### src/rtl/unlk_pkg.sv
package unlk_pkg;

    typedef enum logic [1:0] {
        ST_LOCKED = 2'd0,
        ST_ARMED  = 2'd1,
        ST_OPEN   = 2'd2
    } unlk_state_e;

    // One decoded bus write, as seen by the sequencer
    typedef struct packed {
        logic wr;      // a write is present this cycle
        logic hit0;    // write targets the first kick register
        logic good0;   // data equals the first key
        logic hit1;    // write targets the second kick register
        logic good1;   // data equals the second key
    } kick_evt_t;

    localparam int NUM_KICKS = 2;

endpackage

### src/rtl/unlk_kick_decode.sv
module unlk_kick_decode
    import unlk_pkg::*;
#(
    parameter int                ADDR_W     = 8,
    parameter int                DATA_W     = 32,
    parameter logic [ADDR_W-1:0] KICK0_ADDR = 8'h70,
    parameter logic [ADDR_W-1:0] KICK1_ADDR = 8'h74,
    parameter logic [DATA_W-1:0] KEY0       = 32'h83E70B13,
    parameter logic [DATA_W-1:0] KEY1       = 32'h95A4F1E0
) (
    input  logic              wr,
    input  logic [ADDR_W-1:0] addr,
    input  logic [DATA_W-1:0] data,
    output kick_evt_t         evt,
    output logic              is_kick
);

    localparam logic [NUM_KICKS-1:0][ADDR_W-1:0] SLOT_ADDR = {KICK1_ADDR, KICK0_ADDR};
    localparam logic [NUM_KICKS-1:0][DATA_W-1:0] SLOT_KEY  = {KEY1, KEY0};

    logic [NUM_KICKS-1:0] hit;
    logic [NUM_KICKS-1:0] good;

    for (genvar g = 0; g < NUM_KICKS; g++) begin : g_slot
        always_comb begin
            hit[g]  = wr && (addr == SLOT_ADDR[g]);
            good[g] = (data == SLOT_KEY[g]);
        end
    end

    always_comb begin
        evt.wr    = wr;
        evt.hit0  = hit[0];
        evt.good0 = good[0];
        evt.hit1  = hit[1];
        evt.good1 = good[1];
        is_kick   = |hit;
    end

endmodule

### src/rtl/unlk_seq_fsm.sv
module unlk_seq_fsm
    import unlk_pkg::*;
(
    input  logic        clk,
    input  logic        rst_n,
    input  kick_evt_t   evt,
    output unlk_state_e state,
    output logic        open_q
);

    unlk_state_e state_d;

    // State register
    always_ff @(posedge clk) begin
        if (!rst_n) state <= ST_LOCKED;
        else        state <= state_d;
    end

    // Next state
    always_comb begin
        state_d = state;
        if (evt.wr) begin
            unique case (state)
                ST_LOCKED: begin
                    if (evt.hit0 && evt.good0) state_d = ST_ARMED;    // ARM
                end
                ST_ARMED: begin
                    if (evt.hit0 && evt.good0)      state_d = ST_ARMED;  // REARM
                    else if (evt.hit1 && evt.good1) state_d = ST_OPEN;   // OPEN_UP
                    else                            state_d = ST_LOCKED; // ABORT
                end
                ST_OPEN: begin
                    if ((evt.hit0 && !evt.good0) || (evt.hit1 && !evt.good1))
                        state_d = ST_LOCKED;                           // RELOCK
                end
                default: state_d = ST_LOCKED;
            endcase
        end
    end

    // Outputs
    always_comb begin
        unique case (state)
            ST_OPEN: open_q = 1'b1;
            default: open_q = 1'b0;
        endcase
    end

    // the gate only opens straight after a correct second key seen while armed
    assert_open_needs_key1_R2: assert property (@(posedge clk) disable iff (!rst_n)
        $rose(open_q) |-> $past(state == ST_ARMED && evt.hit1 && evt.good1));

    // a wrong key on either kick register always leaves the gate closed
    assert_wrong_key_locks_R4: assert property (@(posedge clk) disable iff (!rst_n)
        ((evt.hit0 && !evt.good0) || (evt.hit1 && !evt.good1)) |=> (state == ST_LOCKED));

    // a non-kick write while armed cancels the sequence
    assert_intervening_write_R5: assert property (@(posedge clk) disable iff (!rst_n)
        (state == ST_ARMED && evt.wr && !evt.hit0 && !evt.hit1) |=> (state == ST_LOCKED));

    // arming only follows a correct first key
    assert_arm_needs_key0_R3: assert property (@(posedge clk) disable iff (!rst_n)
        (state == ST_ARMED && $past(state) != ST_ARMED) |-> $past(evt.hit0 && evt.good0));

endmodule

### src/rtl/unlk_gate.sv
module unlk_gate
    import unlk_pkg::*;
#(
    parameter int                ADDR_W      = 8,
    parameter int                DATA_W      = 32,
    parameter logic [ADDR_W-1:0] KICK0_ADDR  = 8'h70,
    parameter logic [ADDR_W-1:0] KICK1_ADDR  = 8'h74,
    parameter logic [ADDR_W-1:0] STATUS_ADDR = 8'h50,
    parameter int                STATUS_BIT  = 23,
    parameter logic [DATA_W-1:0] KEY0        = 32'h83E70B13,
    parameter logic [DATA_W-1:0] KEY1        = 32'h95A4F1E0
) (
    input  logic              clk,
    input  logic              rst_n,
    input  logic              bus_wr,
    input  logic [ADDR_W-1:0] bus_waddr,
    input  logic [DATA_W-1:0] bus_wdata,
    input  logic [ADDR_W-1:0] bus_raddr,
    output logic [DATA_W-1:0] bus_rdata,
    output logic              prot_wr_ok,
    output logic              unlocked
);

    kick_evt_t   evt;
    logic        is_kick;
    unlk_state_e state;
    logic        open_q;

    unlk_kick_decode #(
        .ADDR_W(ADDR_W), .DATA_W(DATA_W),
        .KICK0_ADDR(KICK0_ADDR), .KICK1_ADDR(KICK1_ADDR),
        .KEY0(KEY0), .KEY1(KEY1)
    ) u_dec (
        .wr(bus_wr), .addr(bus_waddr), .data(bus_wdata),
        .evt(evt), .is_kick(is_kick)
    );

    unlk_seq_fsm u_fsm (
        .clk(clk), .rst_n(rst_n), .evt(evt),
        .state(state), .open_q(open_q)
    );

    always_comb begin
        prot_wr_ok = bus_wr && open_q && !is_kick;
        unlocked   = open_q;
        bus_rdata  = '0;
        if (bus_raddr == STATUS_ADDR) bus_rdata[STATUS_BIT] = open_q;
    end

    // kick writes are never forwarded to the protected registers
    assert_kick_not_forwarded_R7: assert property (@(posedge clk) disable iff (!rst_n)
        (bus_wr && (bus_waddr == KICK0_ADDR || bus_waddr == KICK1_ADDR)) |-> !prot_wr_ok);

    // forwarded writes only happen in the open state of the sequencer
    assert_locked_drops_R6: assert property (@(posedge clk) disable iff (!rst_n)
        prot_wr_ok |-> (state == ST_OPEN));

    // the status word carries at most the one status bit
    assert_status_word_R8: assert property (@(posedge clk) disable iff (!rst_n)
        $countones(bus_rdata) <= 1);

endmodule

### config.mk
export PLATFORM = sky130hd
export DESIGN_NAME = unlk_gate
export DESIGN_NICKNAME = d
export VERILOG_FILES = /design/src/rtl/unlk_pkg.sv /design/src/rtl/unlk_kick_decode.sv /design/src/rtl/unlk_seq_fsm.sv /design/src/rtl/unlk_gate.sv
export SDC_FILE = /design/constraint.sdc
export NUM_CORES = 1
export LEC_CHECK = 0
export BUFFER_PORTS_ARGS = -buffer_cell sky130_fd_sc_hd__buf_2
export CAP_MARGIN = 20
export CORE_UTILIZATION = 27
export DETAILED_ROUTE_END_ITERATION = 10
export GPL_ROUTABILITY_DRIVEN = 0
export HOLD_SLACK_MARGIN = 0.03
export PLACE_DENSITY_LB_ADDON = 0.08
export SYNTH_ARGS = -nofsm -noshare
export SYNTH_HDL_FRONTEND = slang
export SYNTH_SLANG_ARGS = --single-unit
### constraint.sdc
create_clock -name clk -period 1.39 [get_ports clk]
set_clock_uncertainty 0.1 [all_clocks]
set_input_delay 0.2085 -clock clk [delete_from_list [all_inputs] [get_ports clk]]
set_output_delay 0.2085 -clock clk [all_outputs]
set_load 0.01 [all_outputs]
; Yosys cells after proc, flatten, opt, wreduce, memory -nomap -nowiden
; Cells that the tools add are included.
; Widths: inputs -> output; s select.
[totals]
regBits = 2
inputBits = 51
out_inout_bits = 34
wordCells = 32
[op_classes]
eq_ne = 9
n_mux = 7
n_reduce_logical = 15
[ops]
columns = op, count
row1 = $eq 32x32->1 const B, 2
row2 = $eq 8x7->1 const B, 3
row3 = $logic_and 1x1->1, 8
row4 = $mux 2, 4
row5 = $pmux 2 s3, 1
row6 = $ne 2x1->1 const B, 2
row7 = $logic_not 1->1, 3
row8 = $reduce_and 3->1, 1
row9 = $eq 2x1->1 const B, 1
row10 = $eq 2x2->1 const B, 1
row11 = $logic_not 2->1, 1
row12 = $mux 1, 2
row13 = $reduce_or 2->1, 1
row14 = $logic_or 1x1->1, 1

; Longest topological paths before layout
; Gate-level depths: netlist (run 1).
[depth]
ltp_word = 6
mapped_depth = 5
mapped_depth_nobuf = 5

; Hierarchy
; Synthesis (run 1) repeated with hierarchy kept, for this count alone.
[hier_totals]
cells_unflattened = 80
hier_area_um2 = 594.3
[modules_own_cells]
columns = module, instances, cells_each, area_per_inst_um2
row1 = unlk_gate, 1, 38, 270.3
row2 = unlk_kick_decode, 1, 27, 196.4
row3 = unlk_seq_fsm, 1, 15, 127.6

; Worst setup path after synthesis (run 1)
; OpenSTA, ideal clock, no wires.
[synth_path]
path_kind = in2reg
start = input port bus_wdata[9]
end = register u_fsm.state[0]
arrival_time_ps = 1158
path_slack_ps = 15
cell_stages = 5
path_cell_list = and4bb_1 > nand4_4 > o32ai_2 > a21oi_1 > o211a_1
[synth_between]
elab_chain_len = 6
elab_cells_between_ends = 13
classes_between = eq/ne: 4 / mux: 2 / reduce/logical: 7
[synth_lines]
columns = element, line
row1 = "start, declared", unlk_gate.sv:17  ; input logic [DATA_W-1:0] bus_wdata,
row2 = $eq 32x32->1, unlk_kick_decode.sv:27  ; good[g] = (data == SLOT_KEY[g]);
row3 = $logic_not 1->1, unlk_seq_fsm.sv:33  ; if ((evt.hit0 && !evt.good0) || (evt.hit1 && !evt.good1))
row4 = $logic_and 1x1->1, unlk_seq_fsm.sv:33
row5 = $logic_or 1x1->1, unlk_seq_fsm.sv:33
row6 = $ne 2x1->1 (no line), n/a
row7 = $reduce_and 3->1 (no line), n/a
row8 = "end signal, assigned", unlk_seq_fsm.sv:16  ; else state <= state_d;
row9 = "end, declared", unlk_seq_fsm.sv:7  ; output unlk_state_e state,
; Several ways; a longest one is shown, not always the timed one.
; A chain may end at the register's enable or synchronous reset.

; Worst setup path in the final report (run 1)
; Same ends and word-level chain as after synthesis.

==> impl_results.md, run 1 <==
* Outcome: complete, no violations
* Clock power frac at between 30% and 40%
* Synthesized cell area at approximately 590 um^2
* Total Wirelength at between 1 and 1.5 mm
* Post-synth cell types at 25
* Setup crit end: u_fsm.state[0]
* Total gr overflow at 0
* Ant diodes at 0
* Final hold slack at between 0.1 and 0.15 ns
* Layout area overhead at 44.0%
* Initial antenna violation count at 0
* Setup Viol. Count Final at 0
* Max-cap violation count at 0
* Port buffer count at 53
* Pre-CTS WS at -0.172 ns
* Worst IR drop on VDD at roughly 0.23 mV
* Pwr Total at about 0.33 mW
* Clock transition at path regs at around 0.030 ns
* # IOs at 85
* CP arrival at about 1.3 ns
* Synth Area per Inst at 7.79 um^2
* Die area at 2380 um^2
* DP Cell Count at approximately 160
* Initial core utilization at 29.6%
* Worst Setup End Kind: register
* Cell area after layout at about 850 um^2
* Sequential fraction of the synthesis area at 6.77%
* Area after DPL at roughly 800 um^2
* Sink Count at 2
* Placeable core area at between 2000 and 2500 um^2
* Register share of total power at 17.7%
* Cell-internal power at roughly 0.22 mW
* Clk buf depth at 2
* Drt drc at 0
* Reg2Reg Depth at 4
* Crit start category: primary input
* Layout Nets at between 150 and 200
* CTS H-tree depth at 1
* Die height at ~49 um
* Max reg flops at 2
* Synth warn at 0
* Final cell count without fillers at about 160
* Setup ws final at just under 0.08 ns
* Fin crit period at about 1.3 ns
* Post-synthesis register bit count at 2
* Share of cells above drive strength 1 at a little over half
* Hold Fails Final Rpt at 0
* Largest registers: u_fsm.state x2
* Starting DRT DRC Count at 4
* # rows at 16
* Clock insertion delay at the later pin of the skew report at 0.22 ns
* Via count at 653
* Placed wire-length estimate at ~1.2 mm
* First-pass iteration count of the detailed router at 4
* Pin count of the biggest net entering global routing at 6
* Worst R2R Start: u_fsm.state[1]
* Vias in the first global route at roughly 530
* Final period utilization at between 90% and 100%
* Synth Instances at 76
* Root cell of the clock tree: clkbuf_4
* Antenna Nets Post-Route at 0
* Utilization after layout at between 40% and 50%
* Combinational power share at around 44%
* Lkg Pwr at 0.475 nW
* GRT Total Usage at roughly 10%
* Die X at 48.8 um
* RR Endpoint: u_fsm.state[1]
* WS Path Type: in2reg
* Total negative setup slack at 0 ns
* Global-route wire length before repair at roughly 1.9 mm
* Fmax at 762 MHz
* CTS tree: yes
* Final Max Tran Viols at 0
* CP required at around 1.4 ns
* Reg2reg setup slack at roughly 0.40 ns
* Switching power at 0.105 mW
* Hold_buf cts at 0
* Clock buffers created by TritonCTS at 3
* DR WL/cell at approximately 7.9 um
* Switching share of power at between 30% and 40%
* Crit-path max FO at 2
* Fillers at about 220
* RSZ-0062 raised after global routing: no
* Top reg by flops: u_fsm.state
* Commonest non-fill, non-tap cell in the layout: buf_2
* DR vias/cell at between 4 and 5
* Critical Path Start: bus_wdata[9]
* P per Cell Area at about 380 nW/um^2
* Most frequent cells in the layout: buf_2 (52), conb_1 (31), nor2_1 (7)
* Hold WC Path Type: in2reg
synth_stat cells:
library cell,count,area share [%]
nor4_1,1,1.1
and3_1,2,2.1
nor4b_2,2,5.1
a21oi_1,1,0.84
nand2b_1,1,1.1
and4bb_1,1,2.1
nand4_4,1,3.6
nand4_1,5,5.3
and4b_2,1,1.9
conb_1,1,0.63
nand3b_1,2,2.5
a32oi_1,1,1.5
dfxtp_1,2,6.8
o2bb2ai_1,1,1.5
buf_4,31,39
inv_1,2,1.3
nor2_1,7,4.4
nor4bb_1,2,3.4
and4_1,1,1.5
o32ai_2,1,2.7
nand2_1,1,0.63
nor3_1,3,2.5
o211a_1,1,1.7
nor2b_1,2,2.1
nor4b_1,3,4.4
per-layer routing:
layer	part of all wire (%)	vias up	global-route usage (%)	wire length, um
met5	0	-	0	0
met4	0	0	7.35	0
met3	8.0	0	2.80	103
met2	56	39	17.8	717
met1	36	272	10.1	460
li1	-	342	-	-
area by class of cell:
cell class	count	area, um^2	share of cell area (%)
Multi-Input combinational cell	71	437	51.2
Timing Repair Buffer	58	309	36.3
Sequential cell	2	42.5	4.99
Tap cell	27	33.8	3.96
Clock buffer	3	22.5	2.64
Inverter	2	7.51	0.881
how the worst min path moves through the flow:
stage | slack (ns) | from | cells past startpoint | to
floorplan | 0.24 | rst_n | 1 | u_fsm.state[0]
global placement | 0.37 | rst_n | 2 | u_fsm.state[0]
detailed placement | 0.38 | rst_n | 2 | u_fsm.state[0]
CTS | 0.14 | rst_n | 2 | u_fsm.state[0]
global route | 0.14 | rst_n | 2 | u_fsm.state[0]
finish | 0.14 | rst_n | 2 | u_fsm.state[0]
cell families (layout without fill, tap and decap cells):
logic type             count (synthesis)  in the layout  synth area share [%]
DFF                                    2              2                  6.77
other                                  1             31                 0.634
AOI/OAI and AO/OA                      5              5                  8.25
buffers and inverters                 33             63                  40.6
and+or+nand+nor                       35             35                  43.8
power groups by stage:
stage | Clock (mW) | Sequential (mW) | Combinational [mW]
CTS | 0.137 | 0.0578 | 0.141
detailed placement | 0 | 0.0586 | 0.140
floorplan | 0 | 0.0586 | 0.121
global route | 0.145 | 0.0577 | 0.158
global placement | 0 | 0.0586 | 0.139
finish | 0.126 | 0.0578 | 0.143
worst max-delay path, stage by stage:
cell	delay [ns]
buf_2	0.10
and4bb_1	0.30
nand4_4	0.12
o32ai_2	0.28
a21oi_1	0.12
o211a_1	0.20
timing repair:
item / CTS / global route
buffers inserted: 1 / 0
setup endpoints to repair: 1 / 3
gates resized for setup: 1 / 5
pin swaps: 1 / 3
endpoints found under the hold margin: 0 / 0
Note: power is estimated with default switching activity, not from simulation.
==> inputs of run 2 (changes only) <==
--- a/config.mk
+++ b/config.mk
@@ -7,7 +7,7 @@
 export LEC_CHECK = 0
 export BUFFER_PORTS_ARGS = -buffer_cell sky130_fd_sc_hd__buf_2
 export CAP_MARGIN = 20
-export CORE_UTILIZATION = 27
+export CORE_UTILIZATION = 32
 export DETAILED_ROUTE_END_ITERATION = 10
 export GPL_ROUTABILITY_DRIVEN = 0
 export HOLD_SLACK_MARGIN = 0.03
==> constraint.sdc (replaced) <==
create_clock -name clk -period 1.6 [get_ports clk]
set_clock_uncertainty 0.1 [all_clocks]
set_input_delay 0.24 -clock clk [delete_from_list [all_inputs] [get_ports clk]]
set_output_delay 0.24 -clock clk [all_outputs]
set_load 0.01 [all_outputs]
==> impl_results.md, run 2 (synthesis results as in run 1) <==
* RSZ-0062 raised after global routing: no
* Via count at 652 (-0.15%)
* DR WL/cell at 7.83 um (-0.23%)
* Initial antenna violation count at 0 (unchanged)
* Clock buffers created by TritonCTS at 3 (unchanged)
* Placed wire-length estimate at 1.16 mm (-1.4%)
* Final hold slack at 0.173 ns (+0.0286 ns)
* Outcome: complete, no violations
* Fillers at 193 (-13%)
* First-pass iteration count of the detailed router at 4 (unchanged)
* Antenna Nets Post-Route at 0 (unchanged)
* Die area at 2030 um^2 (-15%)
* Max-cap violation count at 0 (unchanged)
* Commonest non-fill, non-tap cell in the layout: buf_2
* Setup Viol. Count Final at 0 (unchanged)
* Hold WC Path Type: in2reg
* Crit start category: primary input
* Die height at 45.0 um (-7.8%)
* P per Cell Area at 351 nW/um^2 (-8.8%)
* Fin crit period at 1.45 ns
* Share of cells above drive strength 1 at 47.0% (-5.2 points)
* Placeable core area at 1730 um^2 (-14%)
* Worst Setup End Kind: primary output
* Total setup buffers inserted after CTS at 0 (-1)
* Worst IR drop on VDD at 0.143 mV (-38%)
* Sink Count at 2 (unchanged)
* DR vias/cell at 4.15 (+3.7%)
* Hold_buf cts at 0 (unchanged)
* CTS tree: yes
* Layout Nets at 185 (-2.1%)
* Drt drc at 0 (unchanged)
* Fmax at slightly below 700 MHz
* Hold Fails Final Rpt at 0 (unchanged)
* # IOs at 85 (unchanged)
* Max reg flops at 2 (unchanged)
* Clock insertion delay at the later pin of the skew report at 0.23 ns (about the same)
* Crit-path max FO at 3 (+1)
* Clk buf depth at 2 (unchanged)
* # rows at 15 (-1)
* Layout area overhead at 34.9%
* Register Area at 40.0 um^2 (-5.9%)
* WS Path Type: in2out
* DP Cell Count at 154 (-3.1%)
* CP required at 1.26 ns (-0.14 ns)
* Final cell count without fillers at 157 (-3.7%)
* Global-route wire length before repair at 1.80 mm (-4.8%)
* CTS H-tree depth at 1 (unchanged)
* Pin count of the biggest net entering global routing at 6 (unchanged)
* Port buffer count at 53 (unchanged)
* GRT Total Usage at 12.7% (+2.6 points)
* Ant diodes at 0 (unchanged)
* Clock transition at path regs at 0.03 ns (about the same)
* Lkg Pwr at 0.454 nW (-4.3%)
* Top reg by flops: u_fsm.state
* Pwr Total at 0.280 mW (-15%)
* Starting DRT DRC Count at 12 (+8)
* Utilization after layout at 46.2% (+3.7 points)
* Total negative setup slack at 0 ns (unchanged)
* Largest registers: u_fsm.state x2
* CP arrival at 1.11 ns (-0.21 ns)
* Area occupied by multi-input gates at 424 um^2 (-2.9%)
* Die X at 45.0 um (-7.8%)
* Root cell of the clock tree: clkbuf_4
* Total gr overflow at 0 (unchanged)
* Final period utilization at 90.7%
* Total Wirelength at 1.23 mm (-3.9%)
* Most frequent cells in the layout: buf_2 (53), conb_1 (31), nor2_1 (7)
* Final Max Tran Viols at 0 (unchanged)
* CTS-repair resized insts at 0 (-1)
* Initial core utilization at 34.3% (+4.7 points)
* Vias in the first global route at 484 (-9.0%)
==> run 2: cell types whose count changed in the layout (fill, tap and decap cells not counted), sizes merged <==
| cell | change |
|---|---|
| buf | -4 |
==> run 2: metal layers <==
layer | global-route usage, % | vias up | share of wire (%)
li1 | - | 329 | -
met2 | 20.6 | 40 | 51
met3 | 2.80 | 4 | 7.2
met1 | 12.9 | 279 | 38
met5 | 0 | - | 0
met4 | 13.3 | 0 | 3.4
==> run 2: report_power, final <==
group	leakage [nW]	switching (mW)	internal, mW
Combinational	0.424	0.0630	0.0549
Sequential	0.0161	0.0000000000000197	0.0503
Clock	0.0138	0.0291	0.0827
==> run 2: per-stage QoR <==
stage               worst slack [ns]  area (um^2)
CTS                            0.136          798
floorplan                      0.194          704
global placement              0.0475          776
detailed placement            0.0296          776
finish                         0.148          798
global route                  0.0416          798
==> run 2: final cells by class <==
class,instances,area share [%]
multi-input combinational,71,53.1
timing repair buffer,54,34.2
sequential,2,5.02
tap,25,3.92
clock buffer,3,2.82
inverter,2,0.940
==> run 2: worst max-delay path, stage by stage <==
cell     delay (ns)
buf_2          0.10
nor4b_2        0.26
nand4_1        0.17
and3_1         0.21
buf_2          0.13
==> run 2: worst paths after layout <==
check / slack [ns] / from / cells after the start / to
hold reg to reg: 0.51 / u_fsm.state[1] / 2 / u_fsm.state[1]
setup reg to reg: 0.59 / u_fsm.state[0] / 4 / u_fsm.state[1]
hold / removal: 0.17 / rst_n / 2 / u_fsm.state[0]
setup / recovery: 0.15 / bus_waddr[3] / 5 / prot_wr_ok
